File: src/rtl/dbgcnt_pkg.sv
package dbgcnt_pkg;
   localparam int CTL_W    = 32;
   localparam int C1_NEV   = 13;
   localparam int C2_NEV   = 11;
   localparam int TRG_N    = 7;
   localparam int C1_TOP   = CTL_W - 1;
   localparam int C2_TOP   = C1_TOP - C1_NEV;
   localparam int TRG_TOP  = C2_TOP - C2_NEV;
   localparam int GATE_BIT = TRG_TOP - TRG_N;
   // comparator class: indices 3..10
   localparam logic [C1_NEV-1:0] C1_CMP_MASK = 13'h07F8;
   localparam logic [C2_NEV-1:0] C2_CMP_MASK = 11'h7F8;
endpackage

File: src/rtl/dbgcnt_ctl.sv
module dbgcnt_ctl
   import dbgcnt_pkg::*;
(
   input  logic                clk,
   input  logic                rst_n,
   input  logic                we,
   input  logic [CTL_W-1:0]    wdata,
   output logic [CTL_W-1:0]    rdata,
   output logic [C1_NEV-1:0]   en1,
   output logic [C2_NEV-1:0]   en2,
   output logic [TRG_N-1:0]    trg,
   output logic                gated
);
   logic [CTL_W-1:0] ctl_q;

   if (GATE_BIT != 0) begin : g_bad_layout
      $error("control layout does not fill the word");
   end

   always_ff @(posedge clk) begin
      if (!rst_n)  ctl_q <= '0;
      else if (we) ctl_q <= wdata;
   end

   assign rdata = ctl_q;
   assign gated = ctl_q[GATE_BIT];

   for (genvar i = 0; i < C1_NEV; i++) begin : g_en1
      assign en1[i] = ctl_q[C1_TOP-i];
   end
   for (genvar i = 0; i < C2_NEV; i++) begin : g_en2
      assign en2[i] = ctl_q[C2_TOP-i];
   end
   for (genvar k = 0; k < TRG_N; k++) begin : g_trg
      assign trg[k] = ctl_q[TRG_TOP-k];
   end

   AST_CTL_WRITE: assert property (@(posedge clk) disable iff (!rst_n)
      we |=> rdata == $past(wdata));
endmodule

File: src/rtl/dbgcnt_filt.sv
module dbgcnt_filt #(
   parameter int             NEV      = 13,
   parameter logic [NEV-1:0] CMP_MASK = '0
) (
   input  logic           clk,
   input  logic           rst_n,
   input  logic [NEV-1:0] hits,
   input  logic           multi,
   input  logic           multi_end,
   input  logic           abort,
   output logic           step
);
   logic pend_q;
   logic cmp_any, plain_any;

   if (NEV < 1) begin : g_bad_nev
      $error("NEV must be positive");
   end

   assign cmp_any   = |(hits & CMP_MASK);
   assign plain_any = |(hits & ~CMP_MASK);

   always_ff @(posedge clk) begin
      if (!rst_n)                    pend_q <= 1'b0;
      else if (abort || multi_end)   pend_q <= 1'b0;
      else if (multi && cmp_any)     pend_q <= 1'b1;
   end

   assign step = plain_any | (cmp_any & ~multi) | (pend_q & multi_end & ~abort);

   AST_MULTI_DEFER: assert property (@(posedge clk) disable iff (!rst_n)
      (multi && !plain_any) |-> !step);
   AST_ABORT_DROP: assert property (@(posedge clk) disable iff (!rst_n)
      (abort && multi_end && hits == '0) |-> !step);
endmodule

File: src/rtl/dbgcnt_ctr.sv
module dbgcnt_ctr #(
   parameter int CW      = 16,
   parameter bit HAS_ARM = 1'b0
) (
   input  logic          clk,
   input  logic          rst_n,
   input  logic          ld,
   input  logic [CW-1:0] ld_val,
   input  logic          step,
   input  logic          gate_en,
   input  logic          arm_set,
   input  logic          arm_clr,
   input  logic          exc_en,
   output logic [CW-1:0] cnt,
   output logic          zero_hit,
   output logic          req
);
   localparam logic [CW-1:0] ONE = CW'(1);

   logic [CW-1:0] cnt_q;
   logic          req_q;
   logic          may_run;
   logic          dec;

   if (CW < 2) begin : g_bad_cw
      $error("CW must be at least 2");
   end

   if (HAS_ARM) begin : g_arm
      logic arm_q;
      always_ff @(posedge clk) begin
         if (!rst_n)               arm_q <= 1'b0;
         else if (arm_clr)         arm_q <= 1'b0;
         else if (zero_hit)        arm_q <= 1'b0;
         else if (arm_set)         arm_q <= 1'b1;
      end
      assign may_run = !gate_en || arm_q;

      AST_NO_COUNT_UNARMED: assert property (@(posedge clk) disable iff (!rst_n)
         (gate_en && !arm_q && !ld) |=> cnt_q == $past(cnt_q));
   end else begin : g_free
      assign may_run = 1'b1;
   end

   assign dec      = step && may_run && !ld && (cnt_q != '0);
   assign zero_hit = dec && (cnt_q == ONE);

   always_ff @(posedge clk) begin
      if (!rst_n) begin
         cnt_q <= '0;
         req_q <= 1'b0;
      end else begin
         req_q <= zero_hit && exc_en;
         if (ld)       cnt_q <= ld_val;
         else if (dec) cnt_q <= cnt_q - ONE;
      end
   end

   assign cnt = cnt_q;
   assign req = req_q;

   AST_ZERO_STICKY: assert property (@(posedge clk) disable iff (!rst_n)
      (cnt_q == '0 && !ld) |=> cnt_q == '0);
   AST_ONE_STEP: assert property (@(posedge clk) disable iff (!rst_n)
      (!ld && cnt_q != '0) |=> (cnt_q == $past(cnt_q) || cnt_q == $past(cnt_q) - ONE));
   AST_REQ_AT_ZERO: assert property (@(posedge clk) disable iff (!rst_n)
      req_q |-> cnt_q == '0);
endmodule

File: src/rtl/dbg_evt_counter.sv
module dbg_evt_counter
   import dbgcnt_pkg::*;
#(
   parameter int CW = 16
) (
   input  logic             clk,
   input  logic             rst_n,
   input  logic [1:0]       ext_evt,
   input  logic             instr_done,
   input  logic [3:0]       iac_hit,
   input  logic [1:0]       dac_rd_hit,
   input  logic [1:0]       dac_wr_hit,
   input  logic             irq_taken,
   input  logic             irq_return,
   input  logic             multi_busy,
   input  logic             multi_abort,
   input  logic             ctl_we,
   input  logic [CTL_W-1:0] ctl_wdata,
   output logic [CTL_W-1:0] ctl_rdata,
   input  logic             cnt1_ld,
   input  logic             cnt2_ld,
   input  logic [CW-1:0]    ld_value,
   input  logic             exc1_en,
   input  logic             exc2_en,
   output logic [CW-1:0]    cnt1,
   output logic [CW-1:0]    cnt2,
   output logic             dbg_req1,
   output logic             dbg_req2
);
   logic [C1_NEV-1:0] ev, en1, hits1;
   logic [C2_NEV-1:0] en2, hits2;
   logic [TRG_N-1:0]  trg, trg_src;
   logic              gated, multi_q, multi_end;
   logic              step1, step2, c1_zero, c2_zero;

   assign ev = {irq_return, irq_taken,
                dac_wr_hit[1], dac_rd_hit[1], dac_wr_hit[0], dac_rd_hit[0],
                iac_hit, instr_done, ext_evt};

   always_ff @(posedge clk) begin
      if (!rst_n) multi_q <= 1'b0;
      else        multi_q <= multi_busy;
   end
   assign multi_end = multi_q & ~multi_busy;

   dbgcnt_ctl u_ctl (
      .clk(clk), .rst_n(rst_n), .we(ctl_we), .wdata(ctl_wdata), .rdata(ctl_rdata),
      .en1(en1), .en2(en2), .trg(trg), .gated(gated)
   );

   assign hits1 = ev & en1;
   assign hits2 = ev[C2_NEV-1:0] & en2;

   dbgcnt_filt #(.NEV(C1_NEV), .CMP_MASK(C1_CMP_MASK)) u_filt1 (
      .clk(clk), .rst_n(rst_n), .hits(hits1), .multi(multi_busy),
      .multi_end(multi_end), .abort(multi_abort), .step(step1)
   );
   dbgcnt_filt #(.NEV(C2_NEV), .CMP_MASK(C2_CMP_MASK)) u_filt2 (
      .clk(clk), .rst_n(rst_n), .hits(hits2), .multi(multi_busy),
      .multi_end(multi_end), .abort(multi_abort), .step(step2)
   );

   dbgcnt_ctr #(.CW(CW), .HAS_ARM(1'b0)) u_ctr2 (
      .clk(clk), .rst_n(rst_n), .ld(cnt2_ld), .ld_val(ld_value), .step(step2),
      .gate_en(1'b0), .arm_set(1'b0), .arm_clr(1'b0), .exc_en(exc2_en),
      .cnt(cnt2), .zero_hit(c2_zero), .req(dbg_req2)
   );

   // trigger order: ext1, ext2, iac1, iac3, dac1 rd, dac1 wr, counter 2 zero
   assign trg_src = {c2_zero, dac_wr_hit[0], dac_rd_hit[0], iac_hit[2], iac_hit[0],
                     ext_evt[1], ext_evt[0]};

   dbgcnt_ctr #(.CW(CW), .HAS_ARM(1'b1)) u_ctr1 (
      .clk(clk), .rst_n(rst_n), .ld(cnt1_ld), .ld_val(ld_value), .step(step1),
      .gate_en(gated), .arm_set(|(trg_src & trg)), .arm_clr(ctl_we), .exc_en(exc1_en),
      .cnt(cnt1), .zero_hit(c1_zero), .req(dbg_req1)
   );

   AST_REQ1_FOLLOWS_ZERO: assert property (@(posedge clk) disable iff (!rst_n)
      dbg_req1 |-> $past(c1_zero));
   AST_IRQ_NOT_IN_C2: assert property (@(posedge clk) disable iff (!rst_n)
      ((irq_taken || irq_return) && hits2 == '0 && !multi_end && !cnt2_ld) |=> $stable(cnt2));
endmodule

File: config.mk
export PLATFORM = sky130hd
export DESIGN_NAME = dbg_evt_counter
export DESIGN_NICKNAME = d
export VERILOG_FILES = /design/src/rtl/dbgcnt_pkg.sv /design/src/rtl/dbgcnt_ctl.sv /design/src/rtl/dbgcnt_filt.sv /design/src/rtl/dbgcnt_ctr.sv /design/src/rtl/dbg_evt_counter.sv
export SDC_FILE = /design/constraint.sdc
export NUM_CORES = 1
export LEC_CHECK = 0
export BUFFER_PORTS_ARGS = -buffer_cell sky130_fd_sc_hd__buf_2
export CORE_MARGIN = 2
export CORE_UTILIZATION = 38
export DETAILED_ROUTE_END_ITERATION = 7
export PLACE_DENSITY = 0.69
export REMOVE_ABC_BUFFERS = 1
export SLEW_MARGIN = 40
export SYNTH_ARGS = -nofsm -noshare
export SYNTH_HDL_FRONTEND = slang
export SYNTH_SLANG_ARGS = --single-unit
export TNS_END_PERCENT = 5
File: constraint.sdc
create_clock -name clk -period 6.6 [get_ports clk]
set_clock_uncertainty 0.15 [all_clocks]
set_input_delay 0.66 -clock clk [delete_from_list [all_inputs] [get_ports clk]]
set_output_delay 0.66 -clock clk [all_outputs]
set_load 0.01 [all_outputs]
# == Word level (Yosys, flattened, before mapping) ==
# Cells that the tools add are included.
# classes
addsub,2
eq_ne,2
n_mux,4
bitwise_logic,17
reduce_logical,27
# ops
cell,count
$mux W16,4
$eq A16 B1 Y1 const B,2
$reduce_bool A16 Y1,2
$sub A16 B1 Y16 const B,2
$reduce_or A8 Y1,2
$and A13 B13 Y13,1
$and A11 B11 Y11,1
$logic_and A1 B1 Y1,11
$and A1 B1 Y1,7
$and A7 B7 Y7,1
$reduce_or A7 Y1,1
$reduce_or A3 Y1,2
$reduce_or A5 Y1,1
$or A1 B1 Y1,4
$reduce_bool A2 Y1,2
$logic_not A1 Y1,3
$not A1 Y1,3
$logic_or A1 B1 Y1,2
$reduce_or A2 Y1,1
# word_totals
reg_bits,70
inputBits,70
output_inout_bits,66
word_cells,61

# == Longest topological paths before layout ==
# logic_depth
ltp_word,10
depth_mapped,9
depth_no_buf,7

# == Cells and area by module ==
# A second synthesis with hierarchy kept.
# unflattened
cells_unflattened,466
area_unflattened_um2,4139.0
# by_module_without_submodules
module,n_inst,cells_each,area_each_um2,seq_area_each_um2
dbgcnt_ctl,1,135,1483.9,640.6
dbgcnt_ctr at u_ctr1,1,148,1156.1,360.3
dbgcnt_ctr at u_ctr2,1,128,1108.6,340.3
dbg_evt_counter,1,32,219.0,20.0
dbgcnt_filt at u_filt1,1,12,95.1,20.0
dbgcnt_filt at u_filt2,1,11,76.3,20.0

# == Worst setup path before layout ==
# Ideal clock, no wire load.
# synth_path
path_kind,register -> register
start,register u_ctr1.cnt_q[0] (netlist: u_ctr1.cnt[0])
end,register u_ctr1.cnt_q[5] (netlist: u_ctr1.cnt[5])
setup_ns,0.122
arrival_time_ns,2.200
required_ns,6.328
slack_ns,4.129
path_stages_with_launch,10
n_path_buf,2
synth_period_minus_slack_ns,2.471
cell_sequence,dfxtp_1 > inv_1 > ha_1 > or3b_2 > nor4_2 > and3_1 > buf_2 > buf_6 > nor4_1 > o311a_1
# synth_via
elab_chain_cells,3
word_cells_on_any_way,6
cone_classes,add/sub: 1; mux: 2; reduce/logical: 3
# synth_rtl
item,line,text
start: declaration,dbgcnt_ctr.sv:20,logic [CW-1:0] cnt_q;
start signal: assignment,dbgcnt_ctr.sv:54,if (ld) cnt_q <= ld_val;
start signal: assignment,dbgcnt_ctr.sv:55,else if (dec) cnt_q <= cnt_q - ONE;
$sub A16 B1 Y16 / $reduce_bool A16 Y1 (equally long branches),"dbgcnt_ctr.sv:55, dbgcnt_ctr.sv:45",
$mux W16 / $logic_and A1 B1 Y1 (equally long branches),"dbgcnt_ctr.sv:55, dbgcnt_ctr.sv:45",
$mux W16 / $reduce_bool A2 Y1 (equally long branches),-,
# Several ways; a longest one is shown, not always the timed one. The select of a mux whose other input is x is not followed.
# A chain may end at the register's enable or synchronous reset.

# == Worst setup path in the final report ==
# layout_path
start,register u_ctr1.cnt_q[0] (netlist: u_ctr1.cnt[0])
end,register u_ctr1.g_arm.arm_q
# layout_via
elab_chain_cells,4
word_cells_on_any_way,5
cone_classes,eq/ne: 1; reduce/logical: 4
# layout_rtl
item,line,text
$reduce_bool A16 Y1,dbgcnt_ctr.sv:45,assign dec = step && may_run && !ld && (cnt_q != '0);
$logic_and A1 B1 Y1,dbgcnt_ctr.sv:45,
$logic_and A1 B1 Y1 *,dbgcnt_ctr.sv:46,assign zero_hit = dec && (cnt_q == ONE);
$reduce_or A3 Y1 (no line) *,-,
end signal: assignment,dbgcnt_ctr.sv:33,else if (arm_clr) arm_q <= 1'b0;
end signal: assignment,dbgcnt_ctr.sv:34,else if (zero_hit) arm_q <= 1'b0;
end signal: assignment,dbgcnt_ctr.sv:35,else if (arm_set) arm_q <= 1'b1;
end: declaration,dbgcnt_ctr.sv:30,logic arm_q;
# Mark *: on every way between the ends. The rest lies on a longest branch, timed or not.

==> metrics <==
fraction of synthesized area in multiplexers=under 10%; Post-synth ARST share=0%; drt via density=5.686; Post-DRT Antenna Nets=0; Power, Total=between 1 and 1.5 mW; CTS tree=done; Setup Buffers After CTS=0; worst skew pair latency=~0.36 ns; leak pwr=2.079 nW; synth warn=0; Iter 0 DRT Violations=about 250; number of global-route vias before repair=about 3.5k; final setup fails=0; clock-pin slew on the worst setup and hold paths=around 0.09 ns; Max Cap Viol=0; die area=between 0.01 and 0.015 sq mm; multi-input combinational cell area=~0.0021 sq mm; Cell Pwr Density=around 240 mW/mm^2; Slew headroom=51.13%; Hold Slack=0.3622 ns; Compound-Gate Fraction of Synth Area=21.02%; status=complete, no violations; Post-synth EDFFs=0; Yosys reg bits=70; Max Slew Vio Count=0; ANT cells=0; total global-route track usage=about a fifth; Pre-antenna DRT Iters=5; Root Buffer=clkbuf_8; Synth Area in XOR/XNOR=0%; slowest stage cell on the critical path=and3_1; most frequent cells in the layout=134 x buf_2, 70 x dfxtp_1, 48 x nor2_1, 34 x mux2i_1, 22 x o21ai_0; wire length per cell=around 17 microns; Achievable Freq=~0.35 GHz; final core occ=48.31%; Tmin final=about 2.8 ns; CP arrival=slightly below 3 ns; ordered cell list for the critical path=inv_1, ha_1, or3b_2, nor4_2, and3_1, nor3_1, a221oi_1; Worst Path Required=approximately 6.7 ns; Via Count=between 3k and 4k; Worst VDD drop=approximately 0.12 mV; Placed Instances=655; largest net degree at the start of global routing=37; post-cts sizing count=0; RSZ-0062 raised after global routing=no; GP Congestion=0.8776; DP HPWL=approximately 8.4 mm; maximum clock path buffer count=2; Worst-Margin Slew=0.7286 ns; Port Buf Inserts=roughly 140; CTS Buf Count=9; Storage cell area=approximately 0.0014 sq mm; number of fill cells=roughly 950; Syn Area/Cell=around 9 sq um; row cnt=36; CP startpoint kind=flop; total grt overflow=0; Synth Flop Type=dfxtp_1; critical-path maximum fanout=16; first-pass GRT wire length=approximately 18 mm; Setup TNS=0 ns; Layout area overhead=25.19%; Synth Area in Adders=approximately 1.7%; Die Wd=approximately 100 microns; initial antenna violation count=0; CTS Sinks=70; die height=between 100 and 150 microns; final period utilization=~43%; io pins=around 140; critical path class=flop to flop; hold-fix buffers at CTS=0; drt total wl=between 10 and 15 mm; HP Class=flop to flop; Non-Filler Instances=between 600 and 700; post-synthesis cell type count=between 60 and 70; most common cell after layout, fill and taps aside=buf_2; Mapped Cells=413; cell area after synthesis=0.003720 sq mm; crit-path max cell delay=roughly 0.55 ns; drt drc=0; H-tree Lvls=3; CP Capture Type=flop; Hold Vio Cnt, Final=0; share of cells above drive strength 1=34.39%; Final #Nets=about 610; core region area=roughly 0.0096 sq mm; post-synthesis sequential area ratio=a little under two fifths; Post-Synth Simple-Gate Area=between 20% and 30%; largest family of logic cells by synthesized area=simple AND/OR/NAND/NOR gates; Starting Density=approximately two fifths
-- layer usage --
metal / global-route usage [%] / share of wire (%)
met1: 28.25 / 44
met2: 34.02 / 45
met3: 5.424 / 10
met4: 7.287 / 1.6
met5: 0 / 0
-- report_power, final --
group	switching [mW]	leakage [nW]	internal (mW)
Clock	0.181	0.111	0.216
Sequential	0.0359	0.579	0.453
Combinational	0.143	1.39	0.106
Total	0.360	2.08	0.775
-- synth_stat cells, drive strengths merged, types with 5 or more instances --
master / number / area [sq um]
a22oi: 11 / 82.58
a31oi: 15 / 93.84
buf: 8 / 67.57
clkbuf: 21 / 98.85
dfxtp: 70 / 1401
ha: 5 / 62.56
inv: 13 / 48.80
mux2i: 34 / 340.3
nand2: 9 / 33.78
nand2b: 9 / 58.81
nand3: 12 / 60.06
nand4: 5 / 31.28
nor2: 48 / 180.2
nor3: 6 / 30.03
nor3b: 5 / 37.54
nor4: 12 / 102.6
o21ai: 24 / 120.1
o31ai: 14 / 105.1
or2: 6 / 40.04
or3: 10 / 65.06
or4: 19 / 156.4
-- worst max-delay path: cells and delay by family, from the launching register on --
kind / cells / cell delay, ns
simple gates: 4 / 1.61
flops: 1 / 0.37
compound gates: 1 / 0.32
fa+ha+maj: 1 / 0.18
buf+inv: 1 / 0.09
-- per-stage QoR --
| step | instance area [sq um] | setup slack [ns] |
|---|---|---|
| floorplan | 3543 | 3.242 |
| global placement | 4407 | 3.669 |
| detailed placement | 4434 | 3.806 |
| CTS | 4657 | 3.774 |
| global route | 4657 | 3.531 |
| finish | 4657 | 3.773 |
-- registers in the layout, indices dropped and copies added, names as in the netlist --
register,flops
u_ctr1.cnt,16
u_filt2.pend_q,1
multi_q,1
u_ctr2.req,1
u_ctr1.g_arm.arm_q,1
u_ctr1.req,1
u_ctl.rdata,32
u_ctr2.cnt,16
u_filt1.pend_q,1
-- cells by family after synthesis --
group / count (synthesis)
mux: 36
flops: 70
simple gates: 153
buf+inv: 43
fa+ha+maj: 5
compound gates: 106
-- final timing paths --
path,slack (ns),from,to,cells past startpoint
worst min register to register,0.36,u_ctr2.cnt[14],u_ctr2.cnt[14],2
worst min-delay path,0.36,u_ctr2.cnt[14],u_ctr2.cnt[14],2
worst max-delay path,3.77,u_ctr1.cnt[0],u_ctr1.g_arm.arm_q,7
worst max register to register,3.77,u_ctr1.cnt[0],u_ctr1.g_arm.arm_q,7
-- cell type report --
cell class,instances,area share (%)
clock inverter,6,2.042
multi-input combinational,300,45.30
tap,133,3.573
inverter,13,1.048
sequential,70,30.09
clock buffer,10,2.740
timing repair buffer,139,15.21
Power figures use the tool's default switching activity.
